--- config.mk ---
export PLATFORM = sky130hd
export DESIGN_NAME = adcseq_ctrl
export DESIGN_NICKNAME = d
export VERILOG_FILES = /design/src/rtl/adcseq_pkg.sv /design/src/rtl/adcseq_lock.sv /design/src/rtl/adcseq_chdec.sv /design/src/rtl/adcseq_timer.sv /design/src/rtl/adcseq_ctrl.sv
export SDC_FILE = /design/constraint.sdc
export NUM_CORES = 1
export LEC_CHECK = 0
export BUFFER_PORTS_ARGS = -buffer_cell sky130_fd_sc_hd__buf_2
export CAP_MARGIN = 40
export CORE_MARGIN = 4
export CORE_UTILIZATION = 50
export DETAILED_ROUTE_END_ITERATION = 10
export PLACE_DENSITY = 0.81
export SYNTH_ARGS = -nofsm -noshare
export SYNTH_HDL_FRONTEND = slang
export SYNTH_HIERARCHICAL = 1
export SYNTH_SLANG_ARGS = --single-unit
--- constraint.sdc ---
create_clock -name clk -period 3.58 [get_ports clk]
set_input_delay 0.716 -clock clk [delete_from_list [all_inputs] [get_ports clk]]
set_output_delay 0.716 -clock clk [all_outputs]
set_load 0.005 [all_outputs]
--- src/rtl/adcseq_pkg.sv ---
`timescale 1ns/1ps
package adcseq_pkg;
   localparam int NUM_CH     = 8;
   localparam int IDX_W      = $clog2(NUM_CH);
   localparam int OFS_RESULT = 'h08;
   localparam int OFS_SWITCH = 'h18;
   localparam int OFS_LOCK   = 'h20;
   localparam int UNLOCK_KEY = 'hAA;

   typedef enum logic {RATE_FAST = 1'b0, RATE_SLOW = 1'b1} rate_e;

   // switch word for each channel index
   function automatic logic [11:0] ch_code(input int idx);
      case (idx)
         0: ch_code = 12'h608;
         1: ch_code = 12'h680;
         2: ch_code = 12'h640;
         3: ch_code = 12'h620;
         4: ch_code = 12'h610;
         5: ch_code = 12'h601;
         6: ch_code = 12'h602;
         7: ch_code = 12'h604;
         default: ch_code = 12'h000;
      endcase
   endfunction
endpackage

--- src/rtl/adcseq_lock.sv ---
`timescale 1ns/1ps
module adcseq_lock #(
   parameter int ADDR_W = 8,
   parameter int DATA_W = 32,
   parameter int SW_W   = 12
) (
   input  logic              clk,
   input  logic              rst_n,
   input  logic              bus_en,
   input  logic              bus_we,
   input  logic [ADDR_W-1:0] bus_addr,
   input  logic [DATA_W-1:0] bus_wdata,
   output logic [SW_W-1:0]   sw_word,
   output logic              sw_load
);
   localparam logic [ADDR_W-1:0] A_SW   = ADDR_W'(adcseq_pkg::OFS_SWITCH);
   localparam logic [ADDR_W-1:0] A_LOCK = ADDR_W'(adcseq_pkg::OFS_LOCK);
   localparam logic [DATA_W-1:0] KEY    = DATA_W'(adcseq_pkg::UNLOCK_KEY);

   if (SW_W < 12 || SW_W > DATA_W) begin : g_bad_sw_w
      $error("adcseq_lock: SW_W out of range");
   end

   logic open_q;
   logic key_hit;
   logic [SW_W-1:0] sw_q;

   assign key_hit = bus_en && bus_we && (bus_addr == A_LOCK) && (bus_wdata == KEY);
   assign sw_load = bus_en && bus_we && (bus_addr == A_SW) && open_q;
   assign sw_word = sw_q;

   always_ff @(posedge clk) begin
      if (!rst_n) begin
         open_q <= 1'b0;
         sw_q   <= '0;
      end else begin
         if (bus_en) open_q <= key_hit;
         if (sw_load) sw_q <= bus_wdata[SW_W-1:0];
      end
   end

   // switch write not directly behind a key write leaves the word alone
   a_r2_locked_write_ignored: assert property (@(posedge clk) disable iff (!rst_n)
      (bus_en && bus_we && bus_addr == A_SW &&
       !$past(bus_en && bus_we && bus_addr == A_LOCK && bus_wdata == KEY))
      |=> $stable(sw_q));
endmodule

--- src/rtl/adcseq_chdec.sv ---
`timescale 1ns/1ps
module adcseq_chdec #(
   parameter int SW_W   = 12,
   parameter int NUM_CH = adcseq_pkg::NUM_CH,
   parameter int IDX_W  = adcseq_pkg::IDX_W
) (
   input  logic [SW_W-1:0]  sw_word,
   output logic [IDX_W-1:0] ch_idx,
   output logic             ch_ok
);
   if (NUM_CH > (1 << IDX_W)) begin : g_bad_idx
      $error("adcseq_chdec: IDX_W too narrow");
   end

   logic [NUM_CH-1:0] hit;

   for (genvar g = 0; g < NUM_CH; g++) begin : g_code
      assign hit[g] = (sw_word == SW_W'(adcseq_pkg::ch_code(g)));
   end

   always_comb begin
      ch_idx = '0;
      for (int i = 0; i < NUM_CH; i++) begin
         if (hit[i]) ch_idx = IDX_W'(i);
      end
   end

   assign ch_ok = |hit;
endmodule

--- src/rtl/adcseq_timer.sv ---
`timescale 1ns/1ps
module adcseq_timer #(
   parameter int SETTLE_FAST = 6,
   parameter int SETTLE_SLOW = 24,
   parameter int CONV_FAST   = 4,
   parameter int CONV_SLOW   = 16
) (
   input  logic clk,
   input  logic rst_n,
   input  logic rate_sel,
   input  logic settle_start,
   input  logic conv_start,
   input  logic ch_ok,
   output logic capture,
   output logic ready
);
   localparam int MAX_S = (SETTLE_FAST > SETTLE_SLOW) ? SETTLE_FAST : SETTLE_SLOW;
   localparam int MAX_C = (CONV_FAST > CONV_SLOW) ? CONV_FAST : CONV_SLOW;
   localparam int MAX_A = (MAX_S > MAX_C) ? MAX_S : MAX_C;
   localparam int CNT_W = $clog2(MAX_A + 1);

   if (SETTLE_FAST < 1 || SETTLE_SLOW < 1 || CONV_FAST < 1 || CONV_SLOW < 1) begin : g_bad_cnt
      $error("adcseq_timer: interval counts must be at least 1");
   end

   logic [CNT_W-1:0] settle_q, conv_q;
   logic             ready_q;
   logic             done;

   assign done    = (conv_q == CNT_W'(1)) && (settle_q == '0) && !conv_start && !settle_start;
   assign capture = done && ch_ok;
   assign ready   = ready_q;

   always_ff @(posedge clk) begin
      if (!rst_n) begin
         settle_q <= '0;
         conv_q   <= '0;
         ready_q  <= 1'b0;
      end else begin
         if (settle_start)
            settle_q <= (rate_sel == adcseq_pkg::RATE_SLOW) ? CNT_W'(SETTLE_SLOW) : CNT_W'(SETTLE_FAST);
         else if (settle_q != '0)
            settle_q <= settle_q - 1'b1;

         if (conv_start)
            conv_q <= (rate_sel == adcseq_pkg::RATE_SLOW) ? CNT_W'(CONV_SLOW) : CNT_W'(CONV_FAST);
         else if (conv_q != '0 && settle_q == '0 && !settle_start)
            conv_q <= conv_q - 1'b1;

         if (conv_start || settle_start) ready_q <= 1'b0;
         else if (done)                  ready_q <= ch_ok;
      end
   end

   // no ready flag while the mux is settling
   a_r6_quiet_settle: assert property (@(posedge clk) disable iff (!rst_n)
      (settle_q != '0) |-> !ready_q);
   // a conversion trigger drops ready on the next edge
   a_r5_start_clears: assert property (@(posedge clk) disable iff (!rst_n)
      conv_start |=> !ready_q);
   // ready holds until the next trigger or switch
   a_r5_ready_holds: assert property (@(posedge clk) disable iff (!rst_n)
      (ready_q && !conv_start && !settle_start) |=> ready_q);
endmodule

--- src/rtl/adcseq_ctrl.sv ---
`timescale 1ns/1ps
module adcseq_ctrl #(
   parameter int ADDR_W      = 8,
   parameter int DATA_W      = 32,
   parameter int SMP_W       = 16,
   parameter int SW_W        = 12,
   parameter bit SAT_EN      = 1'b1,
   parameter int SAT_LIMIT   = 25000,
   parameter int SETTLE_FAST = 6,
   parameter int SETTLE_SLOW = 24,
   parameter int CONV_FAST   = 4,
   parameter int CONV_SLOW   = 16
) (
   input  logic                         clk,
   input  logic                         rst_n,
   input  logic                         bus_en,
   input  logic                         bus_we,
   input  logic [ADDR_W-1:0]            bus_addr,
   input  logic [DATA_W-1:0]            bus_wdata,
   output logic [DATA_W-1:0]            bus_rdata,
   input  logic                         rate_sel,
   input  logic [SMP_W-1:0]             sample_in,
   output logic [adcseq_pkg::IDX_W-1:0] ch_idx,
   output logic                         ch_ok,
   output logic                         result_ready
);
   localparam logic [ADDR_W-1:0] A_RES = ADDR_W'(adcseq_pkg::OFS_RESULT);
   localparam logic [ADDR_W-1:0] A_SW  = ADDR_W'(adcseq_pkg::OFS_SWITCH);
   localparam int PAD_W = DATA_W - SMP_W - 1;
   localparam logic signed [SMP_W-1:0] LIM_P = SMP_W'(SAT_LIMIT);
   localparam logic signed [SMP_W-1:0] LIM_N = -LIM_P;

   if (PAD_W < 1) begin : g_bad_data_w
      $error("adcseq_ctrl: DATA_W must exceed SMP_W + 1");
   end
   if (SAT_LIMIT < 1 || SAT_LIMIT >= (1 << (SMP_W - 1))) begin : g_bad_limit
      $error("adcseq_ctrl: SAT_LIMIT does not fit the sample width");
   end

   logic [SW_W-1:0]        sw_word;
   logic                   sw_load;
   logic                   rd_res;
   logic                   capture;
   logic signed [SMP_W-1:0] smp_s, smp_fix;
   logic [SMP_W-1:0]       data_q;

   assign rd_res = bus_en && !bus_we && (bus_addr == A_RES);

   adcseq_lock #(.ADDR_W(ADDR_W), .DATA_W(DATA_W), .SW_W(SW_W)) lock_i (
      .clk(clk), .rst_n(rst_n), .bus_en(bus_en), .bus_we(bus_we),
      .bus_addr(bus_addr), .bus_wdata(bus_wdata),
      .sw_word(sw_word), .sw_load(sw_load));

   adcseq_chdec #(.SW_W(SW_W)) dec_i (
      .sw_word(sw_word), .ch_idx(ch_idx), .ch_ok(ch_ok));

   adcseq_timer #(.SETTLE_FAST(SETTLE_FAST), .SETTLE_SLOW(SETTLE_SLOW),
                  .CONV_FAST(CONV_FAST), .CONV_SLOW(CONV_SLOW)) tmr_i (
      .clk(clk), .rst_n(rst_n), .rate_sel(rate_sel),
      .settle_start(sw_load), .conv_start(rd_res), .ch_ok(ch_ok),
      .capture(capture), .ready(result_ready));

   assign smp_s = $signed(sample_in);

   if (SAT_EN) begin : g_sat
      always_comb begin
         if (smp_s > LIM_P)      smp_fix = LIM_P;
         else if (smp_s < LIM_N) smp_fix = LIM_N;
         else                    smp_fix = smp_s;
      end
      // a ready sample never leaves the legal range
      a_r7_in_range: assert property (@(posedge clk) disable iff (!rst_n)
         result_ready |-> ($signed(data_q) <= LIM_P && $signed(data_q) >= LIM_N));
   end else begin : g_raw
      assign smp_fix = smp_s;
   end

   always_ff @(posedge clk) begin
      if (!rst_n)       data_q <= '0;
      else if (capture) data_q <= smp_fix;
   end

   always_comb begin
      if (bus_addr == A_RES)     bus_rdata = {result_ready, {PAD_W{1'b0}}, data_q};
      else if (bus_addr == A_SW) bus_rdata = DATA_W'(sw_word);
      else                       bus_rdata = '0;
   end

   // ready only ever rises with a valid channel selected
   a_r8_valid_only: assert property (@(posedge clk) disable iff (!rst_n)
      $rose(result_ready) |-> ch_ok);
endmodule

==> summary.txt, run 1 <==
Layout
  – FF+latch area: 801 µm²
  – Syn-to-layout area delta: 16.3%
  – Fraction of layout cells with a size suffix above 1: 29.2%
  – Area of the multi-input gates: 1640 µm²
  – Fin area: 3080 µm²
  – Fin nets: 438
  – Antenna cells: 0
  – Fill count: 448
  – Layout Cells excl Fill: 443

Place
  – Placed cells: 436
  – Post-DP Area: 3010 µm²
  – IO Port Bufs: 82
  – RePlAce Congestion: 0.871
  – Post-DP HPWL: 5020 µm

Synthesis
  – Synth cell types: 57
  – Synth Flop Type: dfxtp_1
  – Post-Synthesis Cells: 298
  – Register area share after synthesis: 30.2%
  – Async S/R FF share, synth: 0%
  – Post-synth EDFFs: 0
  – Mapped Area: 2650 µm²
  – Syn. warnings: 6
  – #FFs+latches synth: 40
  – Avg Cell Area, Syn: 8.89 µm²

Worst setup path
  – R2r setup slk: 730 ps
  – Worst Setup Path Type: reg -> reg
  – Worst path required time: 3820 ps
  – Critical path capture point type: register
  – Critical Path AT: 3090 ps
  – Crit-path max FO: 32
  – CP Launch Type: register

Power and ir drop
  – Pwr dens: 384 nW/µm²
  – Leak: 0.00126 µW
  – Power, Total: 1190 µW
  – Peak supply drop: 0.183 mV

Die
  – DIE HEIGHT: 80.8 µm
  – Die area: 6530 µm²
  – Die width: 80.8 µm
  – I/O pin cnt: 98
  – Initial core utilization: 51.9%
  – Core area: 5110 µm²
  – Row count: 26

Clock network
  – CTS H-Tree Depth: 2
  – CTS Buffer Depth: 2
  – Root Driver: clkbuf_8
  – Clk sink count: 40
  – Cts bufs inserted: 5
  – TritonCTS clock tree: built
  – CTS Hold Bufs: 0
  – Post-cts sizing count: 0
  – Post-CTS setup buffer count: 0
  – Clock Latency Late Sink: 300 ps
  – Clock slew at reported path FFs: 70 ps

Route
  – Post-Route WL: 6450 µm
  – Routed wire per std cell: 14.6 µm
  – 1st-pass router iterations: 5
  – DR vias/cell: 5.48
  – Initial DRC Count: 149
  – Vias: 2429
  – Drt drc: 0
  – Antenna-violating nets left: 0

Min path
  – Hold crit path type: reg -> reg

STA
  – Clock Skew: 6.77 ps
  – Slew Limit Fails: 0
  – Min Tclk post-route: 2850 ps
  – Slew margin rel.: 56.7%
  – Tcrit/Tclk final: 79.6%
  – Maximum clock rate: 351 MHz
  – Final setup fails: 0
  – Hold WS: 499 ps
  – RSZ-0062 raised after global routing: no
  – Final count of hold timing violations: 0
  – Setup TNS: 0 ps
  – Worst Max-Slew Pin Slew: 650 ps

GRT
  – Tot GR Track Use: 20.7%
  – GRT overflow: 0
  – Antenna violations before repair: 0
  – Largest net degree at the start of global routing: 43
  – First-pass GRT wire length: 10500 µm
  – Vias in the first global route: 2274

Flow run
  – Total of max-cap violations: 0

Outcome
  – Status: completed
[final timing paths]
kind | end | from | depth (start not counted)
setup reg to reg | data_q[10] | tmr_i/settle_q[0] | 8
setup / recovery | data_q[10] | tmr_i/settle_q[0] | 8
hold reg to reg | lock_i/open_q | lock_i/open_q | 2
hold / removal | lock_i/open_q | lock_i/open_q | 2
[layout make-up]
| cell class | instances | area share, % |
|---|---|---|
| Timing Repair Buffer | 84 | 13.8 |
| Multi-Input combinational cell | 229 | 53.3 |
| Sequential cell | 40 | 26.0 |
| Inverter | 13 | 1.58 |
| Clock inverter | 1 | 0.162 |
| Clock buffer | 6 | 2.35 |
| Tap cell | 70 | 2.84 |
[Yosys cell counts (5+ instances only)]
cell type,number,share of area (%)
dfxtp_1,40,30
buf_4,16,4.5
nor2b_1,16,3.8
o21ai_0,16,3.0
nor2_1,15,2.1
nor3_1,15,2.8
mux2i_1,14,5.3
inv_1,13,1.8
a22o_1,12,4.0
o21a_1,12,3.4
nor4b_1,10,3.3
nand2_1,9,1.3
xnor2_1,9,3.0
nand2b_1,8,1.9
clkbuf_1,7,0.99
o22ai_1,7,1.7
a31oi_1,6,1.4
nor3_2,5,1.9
[power breakdown]
| group | internal (µW) | total (µW) | switching [µW] |
|---|---|---|---|
| combinational | 178 | 386 | 208 |
| clock | 132 | 282 | 150 |
| sequential | 480 | 517 | 36.8 |
| total | 791 | 1190 | 394 |
[critical path, cell delays in order, from the launching register on]
cell and delay (ps):
dfxtp_1 330, inv_1 70, ha_1 210, or4b_1 660, nor4_4 350, and2_2 490, o21ai_0 240, nor3_2 260
o21a_1 180
[state kept, by name (all words and copies together) (netlist names)]
register,count
lock_i/open_q,1
lock_i/sw_word,12
tmr_i/ready,1
data_q,16
tmr_i/settle_q,5
tmr_i/conv_q,5
[metal layers]
layer	share of wire, %	routed length, µm	GRT usage, %
met1	43	2780	25.6
met2	48	3080	35.1
met3	7.9	511	5.76
met4	1.1	68	5.74
met5	0	0	0
[logic make-up (layout without fill, tap and decap cells)]
kind of cell / count (synthesis) / count (layout) / synth area share (%)
AND/OR/NAND/NOR: 115 / 115 / 30.2
AO/OA/AOI/OAI: 70 / 70 / 18.9
buffers and inverters: 43 / 104 / 9.77
flip-flops: 40 / 40 / 30.2
multiplexers: 14 / 14 / 5.29
XOR/XNOR: 11 / 11 / 3.64
adder cells (fa/ha/maj): 4 / 4 / 1.89
other: 1 / 15 / 0.142
[stage by stage]
step / util (%) / setup slack, ps
after CTS: 60.4 / 732
after detailed placement: 58.8 / 600
final: 60.4 / 729
after floorplan: - / 717
after global placement: 58.8 / 650
after global routing: 60.4 / 480
[cells in the final DEF, fill, tap and decap left out, drive strengths merged, types with 3 or more instances in the layout]
cell,count
inv,13
nor2,16
and2,5
nor2b,16
ha,4
nor4,8
o21ai,18
a22o,12
o31ai,3
a31oi,6
o21a,12
a32o,3
and3b,3
nor4b,11
xnor2,9
conb,15
clkbuf,6
o22ai,7
a211oi,3
nand2b,8
mux2i,14
nand4,3
nor3,20
buf,84
dfxtp,40
nand2,10
(Power assumes the default switching activity.)
==> run 2: changes to the inputs <==
--- a/config.mk
+++ b/config.mk
@@ -8,9 +8,9 @@
 export BUFFER_PORTS_ARGS = -buffer_cell sky130_fd_sc_hd__buf_2
 export CAP_MARGIN = 40
 export CORE_MARGIN = 4
-export CORE_UTILIZATION = 50
+export CORE_UTILIZATION = 45
 export DETAILED_ROUTE_END_ITERATION = 10
-export PLACE_DENSITY = 0.81
+export PLACE_DENSITY = 0.77
 export SYNTH_ARGS = -nofsm -noshare
 export SYNTH_HDL_FRONTEND = slang
 export SYNTH_HIERARCHICAL = 1
==> constraint.sdc (replaced) <==
create_clock -name clk -period 2.54 [get_ports clk]
set_input_delay 0.508 -clock clk [delete_from_list [all_inputs] [get_ports clk]]
set_output_delay 0.508 -clock clk [all_outputs]
set_load 0.005 [all_outputs]
==> summary.txt, run 2 (synthesis gave the netlist of run 1 again) <==
Route
  – Routed wire per std cell: 15.2 µm (+4.1%)
  – Post-Route WL: 6910 µm (+7.2%)
  – Drt drc: 0 (unchanged)
  – WL met3: 584 µm (+14%)
  – Routed wl met2: 3120 µm (+1.2%)
  – 1st-pass router iterations: 5 (unchanged)
  – Vias: 2506 (+3.2%)
  – DR vias/cell: 5.50 (+0.23%)
  – Uppermost layer routed: met4
  – Initial DRC Count: 145 (-2.7%)
  – Met1 wire length: 3120 µm (+12%)
  – Antenna-violating nets left: 0 (unchanged)

GRT
  – Largest net degree at the start of global routing: 24 (-44%)
  – Tot GR Track Use: 19.1% (-1.6 points)
  – GRT overflow: 0 (unchanged)
  – Vias in the first global route: 2346 (+3.2%)
  – First-pass GRT wire length: 11200 µm (+7.4%)
  – Antenna violations before repair: 0 (unchanged)

STA
  – Min Tclk post-route: 2370 ps (-481 ps)
  – Slew margin rel.: 55.8% (-0.89 points)
  – Clock Skew: 9.84 ps (+3.07 ps)
  – Final count of hold timing violations: 0 (unchanged)
  – Worst Max-Slew Pin Slew: 654 ps (+4.14 ps)
  – Tcrit/Tclk final: 93.3% (+14 points)
  – Maximum clock rate: 422 MHz (+20%)
  – Slew Limit Fails: 0 (unchanged)
  – Final setup fails: 0 (unchanged)

Power and ir drop
  – Clock Power Share: 29.8% (+6.0 points)
  – Peak supply drop: 0.296 mV (+62%)
  – Switching power total: 582 µW (+48%)
  – P_int: 1300 µW (+65%)
  – Leak: 0.00134 µW (+6.2%)
  – Pwr dens: 585 nW/µm² (+52%)
  – Sequential share of power: 38.7% (-4.9 points)
  – Power, Total: 1890 µW (+59%)
  – Sw frac: 30.9% (-2.4 points)
  – Comb pwr share: 31.5% (-1.1 points)

Layout
  – Syn-to-layout area delta: 21.7%
  – Fraction of layout cells with a size suffix above 1: 32.6% (+3.3 points)
  – Commonest non-fill, non-tap cells in the layout: 82 x buf_2, 39 x dfxtp_1, 16 x nor2b_1
  – Fill count: 516 (+15%)
  – Antenna cells: 0 (unchanged)
  – Fin nets: 448 (+2.3%)
  – Util after Layout: 57.5% (-2.9 points)
  – Top reg by flops: data_q
  – Leading cell type in the layout, fill and taps excluded: buf_2
  – Max reg flops: 16 (unchanged)

Die
  – Row count: 27 (+3.8%)
  – I/O pin cnt: 98 (unchanged)
  – Die area: 7180 µm² (+10%)
  – Core area: 5610 µm² (+9.8%)
  – DIE HEIGHT: 84.7 µm (+4.9%)
  – Die width: 84.7 µm (+4.9%)
  – Initial core utilization: 47.3% (-4.6 points)

Min path
  – Hold crit path type: in -> reg

Worst setup path
  – R2r setup slk: 170 ps (-560 ps)
  – Crit-path max FO: 15 (-53%)
  – Worst path required time: 2730 ps (-1090 ps)
  – CP Launch Type: register
  – Worst Setup Path Type: reg -> reg
  – Critical Path AT: 2560 ps (-530 ps)
  – Critical path capture point type: register

Outcome
  – Status: completed

Place
  – Post-DP HPWL: 5460 µm (+8.7%)
  – RePlAce Congestion: 0.844 (-3.0%)
  – IO Port Bufs: 82 (unchanged)

Clock network
  – Cts bufs inserted: 5 (unchanged)
  – Clock Latency Late Sink: 300 ps (about the same)
  – Clock slew at reported path FFs: 80 ps (about the same)
  – Root Driver: clkbuf_8
  – CTS H-Tree Depth: 2 (unchanged)
  – TritonCTS clock tree: built
  – CTS Hold Bufs: 0 (unchanged)
  – CTS Buffer Depth: 2 (unchanged)
  – Clk sink count: 40 (unchanged)

Flow run
  – Total of max-cap violations: 0 (unchanged)
[run 2: cell count changes in the layout (fill, tap and decap cells not counted), sizes merged]
cell,delta
buf,+10
bufinv,+1
clkbuf,+1
clkinv,-1
[run 2: final timing paths]
path,end,cells past startpoint,start
setup / recovery,data_q[6],9,tmr_i/settle_q[0]
hold / removal,lock_i/sw_word[8],3,bus_wdata[8]
setup reg to reg,data_q[6],9,tmr_i/settle_q[0]
hold reg to reg,lock_i/open_q,2,lock_i/open_q
[run 2: stage by stage]
| stage | cell area, µm² | hold slack, ps | std cells | setup WS (ps) | TNS, ps |
|---|---|---|---|---|---|
| final | 3220 | 482 | 456 | 170 | 0 |
| after global routing | 3220 | 503 | 456 | -3.67 | -5.89 |
| after CTS | 3190 | 475 | 452 | 103 | 0 |
| after detailed placement | 3060 | 498 | 444 | 99.7 | 0 |
| after global placement | 3060 | 488 | 444 | 121 | 0 |
| after floorplan | 2730 | 457 | 312 | 29.6 | 0 |
[run 2: final cells by class]
cell class              instances  area, µm²  area share [%]
inverters                      13       48.8            1.51
flip-flops and latches         40        802            24.9
clock buffers                   7       96.3            2.99
clock inverters                 1       30.0           0.931
repair buffers                 94        500            15.5
well taps                      72       90.1            2.79
multi-input cells             229       1660            51.4
[run 2: power by group through the flow]
stage	Clock, µW	Sequential, µW	Combinational (µW)
floorplan	0	728	443
global placement	0	738	537
detailed placement	0	740	560
CTS	579	726	572
global route	602	736	661
finish	563	730	594
[run 2: what timing repair did]
action | in CTS | in global routing
setup endpoints to repair | 0 | 7
resized for setup | 0 | 4
setup buffers | 0 | 4
[run 2: routing by layer]
metal | track usage (%) | up-vias
met1 | 25.7 | 1153
met4 | 5.61 | 0
met2 | 29.8 | 112
met3 | 5.30 | 8
li1 | - | 1233
met5 | 0 | -
[run 2: worst max-delay path: stages (launching register included)]
cell and delay, ps:
dfxtp_1 330, inv_1 80, ha_2 220, or4b_4 510
nor4_4 320, and2_4 220, buf_4 130, buf_4 180
o22ai_1 100, o21a_1 180
==> run 3: changes to the inputs <==
--- a/config.mk
+++ b/config.mk
@@ -10,7 +10,7 @@
 export CORE_MARGIN = 4
 export CORE_UTILIZATION = 45
 export DETAILED_ROUTE_END_ITERATION = 10
-export PLACE_DENSITY = 0.77
+export PLACE_DENSITY = 0.79
 export SYNTH_ARGS = -nofsm -noshare
 export SYNTH_HDL_FRONTEND = slang
 export SYNTH_HIERARCHICAL = 1
==> summary.txt, run 3 (synthesis gave the netlist of run 1 again) <==
Worst setup path
  – Critical path capture point type: output port
  – Slowest cell on the critical path: or4_4
  – Crit-path max FO: 8 (-7)
  – Worst stage delay on the critical path: 550 ps (+40 ps)
  – Critical Path AT: 1920 ps (-640 ps)
  – CP delay by family, top: simple AND/OR/NAND/NOR gates
  – Crit path buf inv count: 2 (-1)
  – Critical path cell sequence: or4_4 -> nor2_1 -> o31ai_1 -> o21ai_1 -> buf_4 -> buf_2
  – CP Launch Type: register
  – Worst path required time: 2030 ps (-700 ps)
  – Worst Setup Path Type: reg -> out

Clock network
  – Cts bufs inserted: 5 (unchanged)
  – Clock slew at reported path FFs: 80 ps (about the same)
  – Clock Latency Late Sink: 290 ps (about the same)
  – TritonCTS clock tree: built
  – Root Driver: clkbuf_8
  – Clk sink count: 40 (unchanged)
  – CTS Buffer Depth: 2 (unchanged)
  – CTS Hold Bufs: 0 (unchanged)
  – CTS H-Tree Depth: 2 (unchanged)

STA
  – Worst setup margin: 112 ps (-57.6 ps)
  – Maximum clock rate: 412 MHz (-2.4%)
  – Setup TNS: 0 ps (unchanged)
  – Tcrit/Tclk final: 95.6% (+2.3 points)
  – Final count of hold timing violations: 0 (unchanged)
  – Min Tclk post-route: 2430 ps (+57.6 ps)
  – Clock Skew: 6.08 ps (-3.76 ps)
  – RSZ-0062 raised after global routing: no
  – Final setup fails: 0 (unchanged)
  – Worst Max-Slew Pin Slew: 578 ps (-75.7 ps)
  – Slew margin rel.: 60.9% (+5.1 points)
  – Slew Limit Fails: 0 (unchanged)

Die
  – I/O pin cnt: 98 (unchanged)
  – Die area: 7180 µm² (unchanged)
  – Row count: 27 (unchanged)
  – DIE HEIGHT: 84.7 µm (unchanged)
  – Die width: 84.7 µm (unchanged)
  – Core area: 5610 µm² (unchanged)
  – Initial core utilization: 47.3% (unchanged)

Route
  – 1st-pass router iterations: 4 (-1)
  – DR vias/cell: 5.55 (+0.95%)
  – Post-Route WL: 7120 µm (+3.0%)
  – Initial DRC Count: 190 (+31%)
  – Antenna-violating nets left: 0 (unchanged)
  – Met1 wire length: 3190 µm (+2.3%)
  – Vias: 2552 (+1.8%)
  – Uppermost layer routed: met4
  – Drt drc: 0 (unchanged)
  – Routed wire per std cell: 15.5 µm (+2.1%)
  – WL met3: 537 µm (-8.0%)
  – Routed wl met2: 3310 µm (+6.2%)

GRT
  – Largest net degree at the start of global routing: 34 (+42%)
  – Tot GR Track Use: 19.2% (+0.045 points)
  – Antenna violations before repair: 0 (unchanged)
  – Vias in the first global route: 2353 (+0.30%)
  – GRT overflow: 0 (unchanged)
  – First-pass GRT wire length: 11200 µm (about the same)

Layout
  – Fin nets: 452 (+0.89%)
  – Leading cell type in the layout, fill and taps excluded: buf_2
  – Commonest non-fill, non-tap cells in the layout: 82 x buf_2, 40 x dfxtp_1, 16 x nor2b_1
  – Fraction of layout cells with a size suffix above 1: 32.7% (+0.18 points)
  – Antenna cells: 0 (unchanged)
  – Top reg by flops: data_q
  – Syn-to-layout area delta: 22.0%
  – Max reg flops: 16 (unchanged)

Flow run
  – Total of max-cap violations: 0 (unchanged)

Place
  – RePlAce Congestion: 0.851 (+0.79%)
  – Post-DP HPWL: 5520 µm (+1.2%)
  – Dpl ws: 50.0 ps (-49.7 ps)
  – IO Port Bufs: 82 (unchanged)

Power and ir drop
  – Leak: 0.00135 µW (+0.76%)
  – Peak supply drop: 0.309 mV (+4.3%)
  – Pwr dens: 564 nW/µm² (-3.6%)

Min path
  – Hold crit path type: in -> reg

Outcome
  – Status: completed
-- run 3: changes by cell type in the layout (fill, tap and decap cells not counted) --
cell,delta
dfxtp_2,-1
dfxtp_1,+1
buf_4,+3
clkbuf_8,-2
clkinv_2,+1
clkbuf_1,+1
and2_2,+1
-- run 3: worst paths after layout --
| path | start | end | slack (ps) | depth (start not counted) |
|---|---|---|---|---|
| worst min register to register | lock_i/open_q | lock_i/open_q | 500 | 2 |
| worst max register to register | tmr_i/settle_q[0] | data_q[10] | 190 | 8 |
| worst max-delay path | lock_i/sw_word[2] | ch_ok | 110 | 6 |
| worst min-delay path | bus_wdata[4] | lock_i/sw_word[4] | 490 | 3 |
-- run 3: cell type report --
class | instances | area, µm²
inverters | 13 | 48.8
repair buffers | 97 | 523
clock inverters | 2 | 35.0
fillers | 514 | 2370
well taps | 72 | 90.1
multi-input cells | 230 | 1660
clock buffers | 6 | 72.6
flip-flops and latches | 40 | 801
-- run 3: stage by stage --
stage	area, µm²	util, %	power, µW	cells	hold slack (ps)
2_1_floorplan	2730	-	1170	312	457
6_report	3230	57.7	1830	460	489
3_3_place_gp	3070	54.7	1270	445	487
4_1_cts	3180	56.6	1800	453	487
5_1_grt	3230	57.7	1930	460	490
3_5_place_dp	3070	54.7	1300	445	488
-- run 3: tightest hold or removal path, stage by stage --
cell and delay, ps:
buf_2 90, mux2i_1 60, nor2b_1 90
-- run 3: repair_timing --
item                       CTS  global route
setup endpoints to repair    0             4
resized for setup            0             3
buffers inserted             0             6
hold endpoints to repair     0             0
-- run 3: metal layers --
| metal | GRT usage, % | up-vias |
|---|---|---|
| li1 | - | 1239 |
| met1 | 25.6 | 1195 |
| met2 | 30.9 | 110 |
| met3 | 4.12 | 8 |
| met4 | 5.76 | 0 |
| met5 | 0 | - |
-- run 3: report_power, final --
group	switching, µW	internal [µW]
clock	214	291
combinational	311	281
sequential	51.9	677
